`config.mk`:
```
export PLATFORM = sky130hd
export DESIGN_NAME = key_event_fifo
export DESIGN_NICKNAME = d
export VERILOG_FILES = /design/src/rtl/kef_pkg.sv /design/src/rtl/kef_ctrl.sv /design/src/rtl/kef_store.sv /design/src/rtl/kef_rdport.sv /design/src/rtl/key_event_fifo.sv
export SDC_FILE = /design/constraint.sdc
export NUM_CORES = 1
export LEC_CHECK = 0
export BUFFER_PORTS_ARGS = -buffer_cell sky130_fd_sc_hd__buf_4
export CORE_MARGIN = 5
export CORE_UTILIZATION = 65
export DETAILED_ROUTE_END_ITERATION = 8
export GPL_TIMING_DRIVEN = 0
export PLACE_DENSITY = 0.85
export SLEW_MARGIN = 10
export SYNTH_ARGS = -nofsm -noshare
export SYNTH_HDL_FRONTEND = slang
export SYNTH_SLANG_ARGS = --single-unit
export TNS_END_PERCENT = 50
```
`constraint.sdc`:
```
create_clock -name clk -period 4.1 [get_ports clk]
set_clock_uncertainty 0.05 [all_clocks]
set_input_delay 0.41 -clock clk [delete_from_list [all_inputs] [get_ports clk]]
set_output_delay 0.41 -clock clk [all_outputs]
set_load 0.02 [all_outputs]
```
`src/rtl/kef_pkg.sv`:
```
package kef_pkg;
  localparam int KEF_CODE_W = 8;
  typedef logic [KEF_CODE_W-1:0] kev_code_t;
  localparam kev_code_t KEF_EMPTY_CODE = '0;
endpackage

```
`src/rtl/kef_ctrl.sv`:
```
module kef_ctrl #(
  parameter int DEPTH = 10,
  localparam int PW   = (DEPTH > 1) ? $clog2(DEPTH) : 1,
  localparam int CW   = $clog2(DEPTH + 1)
) (
  input  logic          clk,
  input  logic          rst_n,
  input  logic          push_i,
  input  logic          pop_i,
  input  logic          shift_mode_i,
  output logic          wr_en_o,
  output logic [PW-1:0] wr_ptr_o,
  output logic [PW-1:0] rd_ptr_o,
  output logic          pop_ok_o,
  output logic [CW-1:0] count_o,
  output logic          empty_o,
  output logic          full_o,
  output logic          ovf_o
);
  localparam logic [CW-1:0] FULL_CNT = CW'(DEPTH);
  localparam logic [PW-1:0] LAST_IDX = PW'(DEPTH - 1);

  logic [PW-1:0] head_q, head_d, tail_q, tail_d;
  logic [CW-1:0] cnt_q, cnt_d;
  logic          ovf_q, ovf_d;
  logic          full_w, empty_w;
  logic          do_pop, do_push, do_shift, head_adv;

  function automatic logic [PW-1:0] ptr_inc(input logic [PW-1:0] p);
    return (p == LAST_IDX) ? '0 : p + PW'(1);
  endfunction

  assign full_w  = (cnt_q == FULL_CNT);
  assign empty_w = (cnt_q == '0);

  always_comb begin
    do_pop   = pop_i && !empty_w;
    do_push  = push_i && (!full_w || do_pop);
    do_shift = push_i && full_w && !pop_i && shift_mode_i;
    ovf_d    = push_i && full_w && !pop_i;
    head_adv = do_pop || do_shift;
    head_d   = head_adv ? ptr_inc(head_q) : head_q;
    tail_d   = (do_push || do_shift) ? ptr_inc(tail_q) : tail_q;
    cnt_d    = cnt_q;
    if (do_push && !do_pop) begin
      cnt_d = cnt_q + CW'(1);
    end else if (do_pop && !do_push) begin
      cnt_d = cnt_q - CW'(1);
    end
  end

  always_ff @(posedge clk or negedge rst_n) begin
    if (!rst_n) begin
      head_q <= '0;
      tail_q <= '0;
      cnt_q  <= '0;
      ovf_q  <= 1'b0;
    end else begin
      head_q <= head_d;
      tail_q <= tail_d;
      cnt_q  <= cnt_d;
      ovf_q  <= ovf_d;
    end
  end

  assign wr_en_o  = do_push || do_shift;
  assign wr_ptr_o = tail_q;
  assign rd_ptr_o = head_q;
  assign pop_ok_o = do_pop;
  assign count_o  = cnt_q;
  assign empty_o  = empty_w;
  assign full_o   = full_w;
  assign ovf_o    = ovf_q;


  cnt_bound_chk: assert property (@(posedge clk) disable iff (!rst_n)
    cnt_q <= FULL_CNT);

  ovf_pulse_chk: assert property (@(posedge clk) disable iff (!rst_n)
    (push_i && full_w && !pop_i) |=> ovf_o);

  drop_hold_chk: assert property (@(posedge clk) disable iff (!rst_n)
    (push_i && full_w && !pop_i && !shift_mode_i) |=> ($stable(head_q) && $stable(tail_q)));

  pushpop_cnt_chk: assert property (@(posedge clk) disable iff (!rst_n)
    (push_i && pop_i && !full_w && !empty_w) |=> $stable(cnt_q));

  shift_full_chk: assert property (@(posedge clk) disable iff (!rst_n)
    (push_i && full_w && !pop_i && shift_mode_i) |=> (cnt_q == FULL_CNT));
endmodule

```
`src/rtl/kef_store.sv`:
```
module kef_store
  import kef_pkg::*;
#(
  parameter int DEPTH = 10,
  localparam int PW   = (DEPTH > 1) ? $clog2(DEPTH) : 1
) (
  input  logic          clk,
  input  logic          rst_n,
  input  logic          wr_en_i,
  input  logic [PW-1:0] wr_ptr_i,
  input  kev_code_t     wr_code_i,
  input  logic [PW-1:0] rd_ptr_i,
  output kev_code_t     head_code_o
);
  kev_code_t slot_q [DEPTH];

  for (genvar g = 0; g < DEPTH; g++) begin : g_slot
    logic slot_en;
    assign slot_en = wr_en_i && (wr_ptr_i == PW'(g));
    always_ff @(posedge clk or negedge rst_n) begin
      if (!rst_n) begin
        slot_q[g] <= '0;
      end else if (slot_en) begin
        slot_q[g] <= wr_code_i;
      end
    end
  end

  always_comb begin
    head_code_o = '0;
    for (int i = 0; i < DEPTH; i++) begin
      if (rd_ptr_i == PW'(i)) head_code_o = slot_q[i];
    end
  end
endmodule

```
`src/rtl/kef_rdport.sv`:
```
module kef_rdport
  import kef_pkg::*;
(
  input  logic      clk,
  input  logic      rst_n,
  input  logic      pop_req_i,
  input  logic      pop_ok_i,
  input  kev_code_t head_code_i,
  output kev_code_t rd_data_o
);
  kev_code_t rd_q, rd_d;

  always_comb begin
    rd_d = rd_q;
    if (pop_req_i) rd_d = pop_ok_i ? head_code_i : KEF_EMPTY_CODE;
  end

  always_ff @(posedge clk or negedge rst_n) begin
    if (!rst_n) rd_q <= '0;
    else if (pop_req_i) rd_q <= rd_d;
  end

  assign rd_data_o = rd_q;


  empty_read_chk: assert property (@(posedge clk) disable iff (!rst_n)
    (pop_req_i && !pop_ok_i) |=> (rd_data_o == KEF_EMPTY_CODE));

  rd_hold_chk: assert property (@(posedge clk) disable iff (!rst_n)
    !pop_req_i |=> $stable(rd_data_o));
endmodule

```
`src/rtl/key_event_fifo.sv`:
```
module key_event_fifo
  import kef_pkg::*;
#(
  parameter int DEPTH = 10,
  localparam int PW   = (DEPTH > 1) ? $clog2(DEPTH) : 1,
  localparam int CW   = $clog2(DEPTH + 1)
) (
  input  logic                  clk,
  input  logic                  rst_n,
  input  logic                  push_vld_i,
  input  logic [KEF_CODE_W-1:0] push_code_i,
  input  logic                  ovf_shift_i,
  input  logic                  pop_i,
  input  logic [PW-1:0]         rd_sel_i,
  output logic [KEF_CODE_W-1:0] rd_data_o,
  output logic [CW-1:0]         count_o,
  output logic                  empty_o,
  output logic                  full_o,
  output logic                  ovf_o
);
  logic          wr_en, pop_ok;
  logic [PW-1:0] wr_ptr, rd_ptr;
  kev_code_t     head_code;

  kef_ctrl #(.DEPTH(DEPTH)) i_ctrl (
    .clk(clk), .rst_n(rst_n), .push_i(push_vld_i), .pop_i(pop_i),
    .shift_mode_i(ovf_shift_i), .wr_en_o(wr_en), .wr_ptr_o(wr_ptr),
    .rd_ptr_o(rd_ptr), .pop_ok_o(pop_ok), .count_o(count_o),
    .empty_o(empty_o), .full_o(full_o), .ovf_o(ovf_o)
  );

  kef_store #(.DEPTH(DEPTH)) i_store (
    .clk(clk), .rst_n(rst_n), .wr_en_i(wr_en), .wr_ptr_i(wr_ptr),
    .wr_code_i(push_code_i), .rd_ptr_i(rd_ptr), .head_code_o(head_code)
  );

  kef_rdport i_rdport (
    .clk(clk), .rst_n(rst_n), .pop_req_i(pop_i), .pop_ok_i(pop_ok),
    .head_code_i(head_code), .rd_data_o(rd_data_o)
  );


  rd_sel_range_chk: assert property (@(posedge clk) disable iff (!rst_n)
    pop_i |-> (rd_sel_i <= PW'(DEPTH - 1)));

  flag_cnt_chk: assert property (@(posedge clk) disable iff (!rst_n)
    (empty_o == (count_o == '0)) && !(empty_o && full_o));

  push_cnt_chk: assert property (@(posedge clk) disable iff (!rst_n)
    (push_vld_i && !pop_i && !full_o) |=> (count_o == $past(count_o) + CW'(1)));
endmodule

```
==> flow_summary.yaml, run 1 <==
clock_tree:
  clk_root_buffer_cell: "clkbuf_8"
  cts_tree: "yes"
  clock-sinks: 101
  htree_levels: 3
  cts_resized: 0
  holdBufCountCts: 0
  cts.clk_slew.worst_paths_ps: 100
  post_cts_buffers: 0
  insertion_delay_ps: 360
  clock_path_buffers: 2
  cts_buffers: 9
global_routing:
  antenna_found_initial: 0
  grt_max_degree: 102
  grt_pass1_vias: 3374
  grt_remaining_overflow: 0
  grt_usage: 0.238
  grt_pass1_wl_mm: 17.9
yosys:
  yosysSeqAreaShare: 0.505
  synth_edf_count: 0
  ys_types: 58
  synth_flop_cell: "dfrtp_1"
  synth_cells: 379
  synth.net_count: 400
  ys_async_sr_fraction: 1.00
  ys_warn_count: 0
  ys_ff_latch: 101
  syn-cell-area_um2: 5010
  avgSynthCellArea_um2: 13.2
status:
  status: "completed"
timing:
  rsz0062_at_grt: "no"
  fin_crit_ps: 2770
  fmax_ghz: 0.361
  fin_setup_tns_ps: 0
  tightest_slew_ps: 702
  hold_violations: 0
  slew_headroom: 0.531
  setup_viol: 0
  maxSlewViolCount: 0
  min_period_over_period: 0.676
detailed_routing:
  drt_pre_antenna_iters: 4
  drtAntennaViolNets: 0
  dr_total_vias: 3196
  wl_per_cell_um: 20.6
  top_layer_used: "met4"
  met3_length_um: 464
  post-route-drc-count: 0
  viasPerCell: 6.18
  drt_iter0_drc: 207
  wl_met1_mm: 4.69
  met2_length_mm: 5.21
  routed_wl_mm: 10.6
placed_design:
  portBuffers: 18
  hpwlAfterDp_mm: 7.34
  placed_cells: 499
  gp_congestion: 0.861
power_and_ir_drop:
  powerDensity_nw_per_um2: 788
  p_sw_frac: 0.369
  worst_ir_drop_vdd_mv: 0.337
  internal_power_mw: 2.74
  p_leak_nw: 2.42
  power.share.clock: 0.149
  comb_power_share: 0.447
  power.switching_mw: 1.61
  power_frac_seq: 0.404
die:
  initial_utilization: 0.658
  rows: 32
  io_pins: 32
  core_area_um2: 7610
  die_w_um: 97.8
  die_h_um: 97.8
  dieArea_um2: 9560
finish:
  syn2layout_area_growth_pct: 10.2
  layout.cells.non_filler: 517
  nets: 431
  fillCellCount: 482
  drive_gt1_frac: 0.381
  diodes: 0
  fin_util: 0.725
critical_path:
  endpoint_kind: "flop"
  cp-start-kind: "flop"
  cp_data_required_time_ps: 4350
  worstSetupPathType: "flop to flop"
  crit_arrival_ps: 3020
  critPathMaxFanout: 8
hold_path:
  hold_path_class: "input port to flop"
run:
  maxCapViolCount: 0
## worst max-delay path: stages, from the launching register on
cell	delay [ps]
dfrtp_1	510
o41ai_4	690
ha_1	270
inv_1	100
ha_1	300
a21o_2	220
a21oi_1	180
mux2i_1	250
xnor2_1	130
## worst paths after layout
path	from	to	slack, ps	cells after the start
max	i_ctrl.count_o[1]	i_ctrl.count_o[3]	1330	8
min	push_vld_i	i_ctrl.ovf_o	280	2
min in group asynchronous	rst_n	i_ctrl.count_o[0]	370	2
min reg2reg	i_store.slot_q[22]	i_store.slot_q[22]	450	1
max reg2reg	i_ctrl.count_o[1]	i_ctrl.count_o[3]	1330	8
max in group asynchronous	rst_n	i_rdport.rd_data_o[3]	2980	3
## cell usage after synthesis, types with 4 or more instances
| cell | count | area share |
|---|---|---|
| o22ai_1 | 4 | 0.0050 |
| nand2_1 | 13 | 0.0097 |
| buf_1 | 9 | 0.0067 |
| o21ai_0 | 11 | 0.011 |
| inv_1 | 11 | 0.0082 |
| mux2_2 | 83 | 0.19 |
| o211ai_1 | 6 | 0.0090 |
| mux4_2 | 5 | 0.022 |
| a22oi_1 | 9 | 0.013 |
| dfrtp_1 | 101 | 0.50 |
| nand2b_1 | 6 | 0.0075 |
| mux2i_1 | 12 | 0.024 |
| nor2b_1 | 8 | 0.010 |
| o221ai_1 | 4 | 0.0070 |
| nor2_1 | 12 | 0.0090 |
| mux2_1 | 5 | 0.011 |
| xnor2_1 | 5 | 0.0087 |
| buf_2 | 9 | 0.0090 |
| clkbuf_1 | 7 | 0.0052 |
## per-stage QoR
stage	cell area [um2]	total power, mW	setup slack, ps	hold slack [ps]
final	5520	4.35	1330	277
after global routing	5520	4.63	1210	272
after CTS	5480	4.35	1340	252
after detailed placement	5270	3.70	1370	436
after global placement	5270	3.57	1460	428
after floorplan	5010	3.16	1590	64.4
## cells by family (layout without fill, tap and decap cells)
family                     count (synthesis)  after routing  synth area share
muxes                                    106            106             0.247
adders and majority gates                  4              4            0.0115
xor gates and xnor gates                   6              6            0.0105
DFF                                      101            101             0.505
buffers and inverters                     38             74            0.0330
AOI/OAI and AO/OA                         60             60            0.0962
and+or+nand+nor                           64             64            0.0965
## placed cells by master, fill, tap and decap left out, types with 4 or more instances in the layout
| master | Yosys | layout |
|---|---|---|
| dfrtp_1 | 101 | 101 |
| nor2b_1 | 8 | 8 |
| o22ai_1 | 4 | 4 |
| mux2_1 | 5 | 5 |
| nand2b_1 | 6 | 6 |
| clkbuf_8 | 0 | 9 |
| xnor2_1 | 5 | 5 |
| nor2_1 | 12 | 12 |
| buf_1 | 9 | 9 |
| o211ai_1 | 6 | 6 |
| mux4_2 | 5 | 5 |
| buf_4 | 1 | 18 |
| a22oi_1 | 9 | 9 |
| buf_2 | 9 | 9 |
| mux2i_1 | 12 | 12 |
| mux2_2 | 83 | 83 |
| clkbuf_1 | 7 | 7 |
| nand2_1 | 13 | 13 |
| o221ai_1 | 4 | 4 |
| inv_1 | 11 | 11 |
| o21ai_0 | 11 | 11 |
## area by class of cell
cell class / count / area [um2] / area share
clock inverter: 7 / 83.8 / 0.0152
tap: 102 / 128 / 0.0231
inverter: 11 / 41.3 / 0.00748
multi-input combinational: 240 / 2310 / 0.419
buffer: 27 / 124 / 0.0224
sequential: 101 / 2530 / 0.458
timing repair buffer: 20 / 176 / 0.0320
clock buffer: 9 / 124 / 0.0224
## per-layer routing
metal	vias up	track usage
met5	-	0
li1	1451	-
met1	1646	0.321
met3	20	0.0400
met4	0	0.0980
met2	79	0.387
## flip-flops by register name, summed over array words and instances, names as in the netlist
signal and count:
i_ctrl.count_o 4, i_rdport.rd_data_o 8, i_store.slot_q 80, i_ctrl.wr_ptr_o 4, i_ctrl.rd_ptr_o 4, i_ctrl.ovf_o 1
## power groups by stage
stage	combinational, mW	clock, mW	sequential [mW]
3_3_place_gp	1.84	0	1.73
3_5_place_dp	1.92	0	1.77
6_report	1.94	0.649	1.76
5_1_grt	2.12	0.701	1.81
2_1_floorplan	1.41	0	1.75
4_1_cts	1.94	0.657	1.75
No activity file was read; power rests on OpenSTA's default activity.
==> run 2: changes to the inputs <==
--- a/config.mk
+++ b/config.mk
@@ -5,12 +5,13 @@
 export SDC_FILE = /design/constraint.sdc
 export NUM_CORES = 1
 export LEC_CHECK = 0
+export ABC_AREA = 1
 export BUFFER_PORTS_ARGS = -buffer_cell sky130_fd_sc_hd__buf_4
 export CORE_MARGIN = 5
-export CORE_UTILIZATION = 65
+export CORE_UTILIZATION = 55
 export DETAILED_ROUTE_END_ITERATION = 8
 export GPL_TIMING_DRIVEN = 0
-export PLACE_DENSITY = 0.85
+export PLACE_DENSITY = 0.76
 export SLEW_MARGIN = 10
 export SYNTH_ARGS = -nofsm -noshare
 export SYNTH_HDL_FRONTEND = slang
==> constraint.sdc (replaced) <==
create_clock -name clk -period 2.27 [get_ports clk]
set_clock_uncertainty 0.05 [all_clocks]
set_input_delay 0.227 -clock clk [delete_from_list [all_inputs] [get_ports clk]]
set_output_delay 0.227 -clock clk [all_outputs]
set_load 0.02 [all_outputs]
==> run 2 against run 1 <==
- area after synthesis down 1.6%
- critical path depth up 6
- worst setup slack worse by 1300 ps
- sequential power up 84%
- die area up 15%
- non-clock buffer count up 7
- highest routed layer unchanged
==> flow_summary.yaml, run 2 <==
status:
  status: "completed"
power_and_ir_drop:
  worst_ir_drop_vdd_mv: 0.656
  power_mw: 7.82
  powerDensity_nw_per_um2: 1390
  p_leak_nw: 2.70
die:
  initial_utilization: 0.565
  io_pins: 32
  dieArea_um2: 11000
  rows: 34
  die_h_um: 105
  die_w_um: 105
  core_area_um2: 8720
detailed_routing:
  wl_per_cell_um: 16.4
  routed_wl_mm: 12.3
  drt_iter0_drc: 398
  post-route-drc-count: 0
  drtAntennaViolNets: 0
  drt_pre_antenna_iters: 5
  viasPerCell: 5.46
  dr_total_vias: 4081
critical_path:
  crit_path_max_incr_delay_ps: 430
  crit_arrival_ps: 2430
  cp_common_cell: "nand2_2"
  critPathSlowestCell: "dfrtp_2"
  cp-start-kind: "flop"
  crit_start: "i_ctrl.count_o[3]"
  cp_data_required_time_ps: 2480
  endpoint_kind: "flop"
  crit_end: "i_ctrl.count_o[3]"
  reg2reg_to: "i_ctrl.count_o[3]"
  worstSetupPathType: "flop to flop"
  cp_top_family: "simple AND/OR/NAND/NOR gates"
  path_cells: "nand2_2, nor3_4, nand2_2, nand2_2, inv_2, ha_4, inv_4, ha_4, a21o_1, a21oi_2, nand2_1, nand2_1, nor2_2, xor2_1"
  r2r_slack_ps: 40
  worst-path-stages: 14
  r2r_cells: 14
  critPathMaxFanout: 4
  worstReg2RegStart: "i_ctrl.count_o[3]"
  crit_buf_inv: 2
timing:
  slew_headroom: 0.550
  fin_crit_ps: 2230
  fmax_ghz: 0.449
  hold_slack_ps: 66.5
  hold_violations: 0
  rsz0062_at_grt: "yes"
  setup_viol: 0
  maxSlewViolCount: 0
  tightest_slew_ps: 675
  fin_setup_tns_ps: 0
  min_period_over_period: 0.981
finish:
  nets: 655
  final_common_cell: "nand2_1"
  top_register: "i_store.slot_q"
  final_cell_mix: "nand2_1, dfrtp_1, inv_1"
  multi_input_area_um2: 2000
  largest_reg_flops: 80
  regArea_um2: 2530
  drive_gt1_frac: 0.156
  diodes: 0
  fillCellCount: 741
  syn2layout_area_growth_pct: 14.2
yosys:
  synth_top_area_share: 0.513
  ys_types: 36
  netlist.top_cell.by_area: "dfrtp_1"
  ys_async_sr_fraction: 1.00
  synth.net_count: 608
  synth_area_leaders: "dfrtp_1, nand2_1, inv_1, nor2_1, a21oi_1"
  ys_ff_latch: 101
  syn-cell-area_um2: 4930
  synth_edf_count: 0
  synth_flop_cell: "dfrtp_1"
  yosysSeqAreaShare: 0.513
  synthMostInstantiatedCell: "nand2_1"
  ys_warn_count: 0
  synth_cells: 587
  synthTopCellsByCount: "nand2_1, dfrtp_1, inv_1"
  avgSynthCellArea_um2: 8.39
global_routing:
  grt_max_degree: 102
  grt_usage: 0.228
  grtUsageMet1: 0.318
  grt_busiest_layer: "met2"
  antenna_found_initial: 0
  grt_remaining_overflow: 0
  grt_pass1_wl_mm: 19.9
  use_met2: 0.352
  grt_use_met3: 0.0678
  grt_pass1_vias: 3907
placed_design:
  hpwlAfterDp_mm: 8.67
  portBuffers: 25
  gp_congestion: 0.890
clock_tree:
  clock-sinks: 101
  htree_levels: 3
  cts_tree: "yes"
  insertion_delay_ps: 370
  clock_path_buffers: 2
  clk_root_buffer_cell: "clkbuf_8"
  cts_buffers: 9
  cts.clk_slew.worst_paths_ps: 90
run:
  maxCapViolCount: 0
hold_path:
  hold_path_class: "input port to flop"
-- run 2: cell types whose count changed in the layout (fill, tap and decap cells not counted), sizes merged, moves of 12 or more --
cell and change:
a21oi +41, buf +13, inv +65, mux2 -87
mux2i -12, nand2 +134, nand3 +26, nor2 +58
o21ai +51
-- run 2: worst min-delay path by stage --
| stage | from | end | slack [ps] | cells past startpoint |
|---|---|---|---|---|
| after floorplan | rst_n | i_ctrl.count_o[0] | -120 | 0 |
| after global placement | i_store.slot_q[51] | i_store.slot_q[51] | 410 | 2 |
| after detailed placement | i_rdport.rd_data_o[3] | i_rdport.rd_data_o[3] | 420 | 2 |
| after CTS | push_vld_i | i_ctrl.ovf_o | 50 | 3 |
| after global routing | push_vld_i | i_ctrl.ovf_o | 60 | 3 |
| final | push_vld_i | i_ctrl.ovf_o | 70 | 3 |
-- run 2: stage by stage --
stage / cells / worst slack (ps) / area, um2 / util
2_1_floorplan: 587 / -140 / 4980 / -
3_3_place_gp: 720 / 1.20 / 5310 / 0.608
3_5_place_dp: 720 / -74.7 / 5310 / 0.608
4_1_cts: 739 / 18.4 / 5530 / 0.635
5_1_grt: 747 / -79.4 / 5630 / 0.645
6_report: 747 / 43.2 / 5630 / 0.645
-- run 2: metal layers --
layer | vias up | part of all wire
met5 | - | 0
met4 | 0 | 0.022
met3 | 24 | 0.080
met2 | 152 | 0.46
met1 | 1943 | 0.44
li1 | 1962 | -
-- run 2: cell families after synthesis --
group                    Yosys count  synth area share
flip-flops                       101             0.513
buffers and inverters             95            0.0912
adder cells (fa/ha/maj)            4            0.0117
XOR/XNOR                           7            0.0124
AO/OA/AOI/OAI                    107             0.113
multiplexers                       2           0.00609
AND/OR/NAND/NOR                  271             0.253
-- run 2: what timing repair did --
action,in CTS,in global routing
buffers inserted,4,6
resized for setup,1,4
endpoints found under the setup margin,1,1
hold buffers,0,1
hold endpoints to repair,0,101
pin swaps,4,10
-- run 2: final cells by class --
| cell class | count | area share |
|---|---|---|
| Clock inverter | 5 | 0.0102 |
| Sequential cell | 101 | 0.450 |
| Inverter | 77 | 0.0518 |
| Multi-Input combinational cell | 391 | 0.356 |
| Timing Repair Buffer | 37 | 0.0540 |
| Tap cell | 108 | 0.0240 |
| Clock buffer | 11 | 0.0269 |
| Buffer | 17 | 0.0271 |
-- run 2: worst reg2reg max path: stages (launching register included) --
cell and delay, ps:
dfrtp_2 430, nand2_2 100, nor3_4 220, nand2_2 100, nand2_2 80, inv_2 40
ha_4 160, inv_4 70, ha_4 190, a21o_1 160, a21oi_2 170, nand2_1 70
nand2_1 90, nor2_2 50, xor2_1 140
-- run 2: power breakdown --
group / internal [mW] / switching [mW]
registers: 2.69 / 0.542
clock network: 0.573 / 0.624
logic: 1.28 / 2.12
total: 4.54 / 3.28
==> run 3: changes to the inputs <==
--- a/config.mk
+++ b/config.mk
@@ -5,7 +5,6 @@
 export SDC_FILE = /design/constraint.sdc
 export NUM_CORES = 1
 export LEC_CHECK = 0
-export ABC_AREA = 1
 export BUFFER_PORTS_ARGS = -buffer_cell sky130_fd_sc_hd__buf_4
 export CORE_MARGIN = 5
 export CORE_UTILIZATION = 55
@@ -15,5 +14,6 @@
 export SLEW_MARGIN = 10
 export SYNTH_ARGS = -nofsm -noshare
 export SYNTH_HDL_FRONTEND = slang
+export SYNTH_HIERARCHICAL = 1
 export SYNTH_SLANG_ARGS = --single-unit
 export TNS_END_PERCENT = 50
==> run 3 against run 2 <==
- cell area up 4.1%
- largest cell class unchanged
- first-iteration DRC count down 48%
- critical path depth down 4
- synthesized cell count down 28%
- highest routed layer unchanged
- clock power up 7%
- critical path type unchanged
- sequential share of layout area down 1.7 points
==> flow_summary.yaml, run 3 <==
status:
  status: "completed"
detailed_routing:
  viasPerCell: 5.94
  drt_pre_antenna_iters: 5
  drt_iter0_drc: 208
  wl_per_cell_um: 18.7
  dr_total_vias: 3479
  routed_wl_mm: 11.0
  post-route-drc-count: 0
  drtAntennaViolNets: 0
die:
  io_pins: 32
  die_h_um: 106
  core_area_um2: 9110
  dieArea_um2: 11200
  die_w_um: 106
  rows: 35
  initial_utilization: 0.555
critical_path:
  crit_arrival_ps: 2440
  worstSetupPathType: "flop to flop"
  r2r_cells: 10
  cp_data_required_time_ps: 2470
  critPathSlowestCell: "dfrtp_2"
  endpoint_kind: "flop"
  reg2reg_to: "i_ctrl/count_o[3]"
  path_cells: "and4bb_4, nor2b_4, nor2b_2, ha_4, inv_6, ha_4, a21o_1, a21oi_2, mux2i_1, o31ai_1"
  critPathMaxFanout: 5
  r2r_slack_ps: 20
  cp_common_cell: "ha_4"
  cp-start-kind: "flop"
  worstReg2RegStart: "i_ctrl/count_o[2]"
  crit_path_max_incr_delay_ps: 420
finish:
  final_common_cell: "dfrtp_1"
  diodes: 0
  nets: 491
  syn2layout_area_growth_pct: 15.8
  regArea_um2: 2530
  fillCellCount: 694
  final_cell_mix: "dfrtp_1, mux2_2, buf_4"
  largest_reg_flops: 80
  layout.cells.non_filler: 586
  top_register: "i_store/slot_q"
  multi_input_area_um2: 2450
  drive_gt1_frac: 0.396
power_and_ir_drop:
  worst_ir_drop_vdd_mv: 0.584
  powerDensity_nw_per_um2: 1460
  power_mw: 8.55
  power.share.clock: 0.150
  comb_power_share: 0.465
  p_leak_nw: 2.54
  power_frac_seq: 0.385
  p_sw_frac: 0.375
  power.switching_mw: 3.21
  internal_power_mw: 5.34
yosys:
  synth_compound_area_frac: 0.0913
  syn-cell-area_um2: 5060
  synth_top_area_share: 0.500
  netlist.top_cell.by_area: "dfrtp_1"
  ys_warn_count: 6
  synth.net_count: 445
  ys_types: 46
  synthMuxAreaShare: 0.248
  synth_flop_cell: "dfrtp_1"
  synthSimpleGateAreaFrac: 0.105
  synth-xor-area-share: 0.00866
  ys_ff_latch: 101
  yosysSeqAreaShare: 0.500
  synthMostInstantiatedCell: "dfrtp_1"
  synth_top_family_by_area: "multiplexers"
  avgSynthCellArea_um2: 11.9
  synth_edf_count: 0
  synthTopCellsByCount: "dfrtp_1, mux2_2, nor2_1, o21ai_0, mux2i_1"
  ys_async_sr_fraction: 1.00
  synth_adder_area_share: 0.0114
  synth_cells: 424
  synth_area_leaders: "dfrtp_1, mux2_2, mux2i_1, o21ai_0, nor2_1"
clock_tree:
  clock-sinks: 101
  clock_path_buffers: 2
  cts.clk_slew.worst_paths_ps: 100
  insertion_delay_ps: 360
  clk_root_buffer_cell: "clkbuf_8"
  cts_tree: "yes"
  cts_buffers: 9
  htree_levels: 3
global_routing:
  grt_max_degree: 102
  grt_remaining_overflow: 0
  grt_pass1_vias: 3498
  antenna_found_initial: 0
  grt_usage: 0.202
  grt_pass1_wl_mm: 17.8
placed_design:
  dp_slack_ps: -139
  portBuffers: 19
  hpwlAfterDp_mm: 7.33
  gp_congestion: 0.867
  placed_cells: 554
timing:
  hold_violations: 0
  slew_headroom: 0.630
  setup_ws_ps: 21.4
  setup_viol: 0
  hold_slack_ps: 97.4
  tightest_slew_ps: 555
  fin_crit_ps: 2250
  maxSlewViolCount: 0
  fmax_ghz: 0.445
  min_period_over_period: 0.991
  rsz0062_at_grt: "yes"
hold_path:
  hold_depth: 2
  hold_path_class: "input port to flop"
  hp-start: "push_vld_i"
  min_to: "i_ctrl/ovf_o"
run:
  maxCapViolCount: 0
run 3: cell types whose count changed after synthesis, moves of 10 or more:
cell,delta
nand2_1,-130
mux2_2,+91
inv_1,-63
nor2_1,-40
o21ai_1,-26
a21oi_1,-25
nand3_1,-24
mux2i_1,+23
nor2b_1,+13
nand4_1,-10
run 3: power groups by stage:
stage	logic (mW)	registers (mW)	clock network, mW
after floorplan	2.65	3.33	0
after detailed placement	3.66	3.35	0
after global placement	3.56	3.29	0
final	3.98	3.29	1.28
after CTS	3.86	3.27	1.32
after global routing	4.33	3.42	1.40
run 3: worst max-delay path by stage:
stage                              end  slack (ps)              start
detailed placement  i_store/slot_q[61]        -140  i_ctrl/count_o[0]
finish               i_ctrl/count_o[3]          20  i_ctrl/count_o[2]
CTS                  i_ctrl/count_o[3]           4  i_ctrl/count_o[2]
floorplan            i_ctrl/count_o[3]        -150  i_ctrl/count_o[2]
global placement    i_store/slot_q[59]         -80  i_ctrl/count_o[0]
global route         i_ctrl/count_o[3]         -70  i_ctrl/count_o[2]
run 3: through the flow:
stage / util / instance area, um2 / setup TNS, ps
after global routing: 0.643 / 5860 / -532
after detailed placement: 0.592 / 5390 / -3640
final: 0.643 / 5860 / 0
after CTS: 0.629 / 5730 / 0
after global placement: 0.592 / 5390 / -1590
after floorplan: - / 5110 / -202
run 3: per-layer routing:
| metal | share of wire | up-vias | track usage |
|---|---|---|---|
| met4 | 0.014 | 0 | 0.0555 |
| met1 | 0.46 | 1771 | 0.279 |
| met5 | 0 | - | 0 |
| met2 | 0.48 | 84 | 0.325 |
| li1 | - | 1614 | - |
| met3 | 0.038 | 10 | 0.0429 |
run 3: cell families (layout without fill, tap and decap cells):
kind of cell / count (synthesis) / count (layout)
adder cells (fa/ha/maj): 4 / 4
buffers and inverters: 40 / 91
AO/OA/AOI/OAI: 71 / 71
multiplexers: 114 / 114
flip-flops: 101 / 101
XOR/XNOR: 5 / 5
AND/OR/NAND/NOR: 89 / 89
run 3: worst max-delay path: cells and delay by family, from the launching register on:
kind / cells / cell delay, ps
muxes: 1 / 200
AOI/OAI and AO/OA: 3 / 410
buffers and inverters: 1 / 80
adders and majority gates: 2 / 370
DFF: 1 / 420
and+or+nand+nor: 3 / 610
run 3: cell type report:
class | instances | area share
multi-input cells | 283 | 0.418
inverters | 13 | 0.00919
clock inverters | 6 | 0.0156
well taps | 111 | 0.0237
plain buffers | 27 | 0.0241
clock buffers | 10 | 0.0235
flip-flops and latches | 101 | 0.433
repair buffers | 35 | 0.0528
run 3: what timing repair did:
| action | CTS | global route |
|---|---|---|
| buffers inserted | 9 | 5 |
| hold buffers | 0 | 1 |
| resized for setup | 8 | 17 |
| endpoints found under the setup margin | 61 | 19 |
| pin swaps | 3 | 2 |
| endpoints found under the hold margin | 0 | 101 |
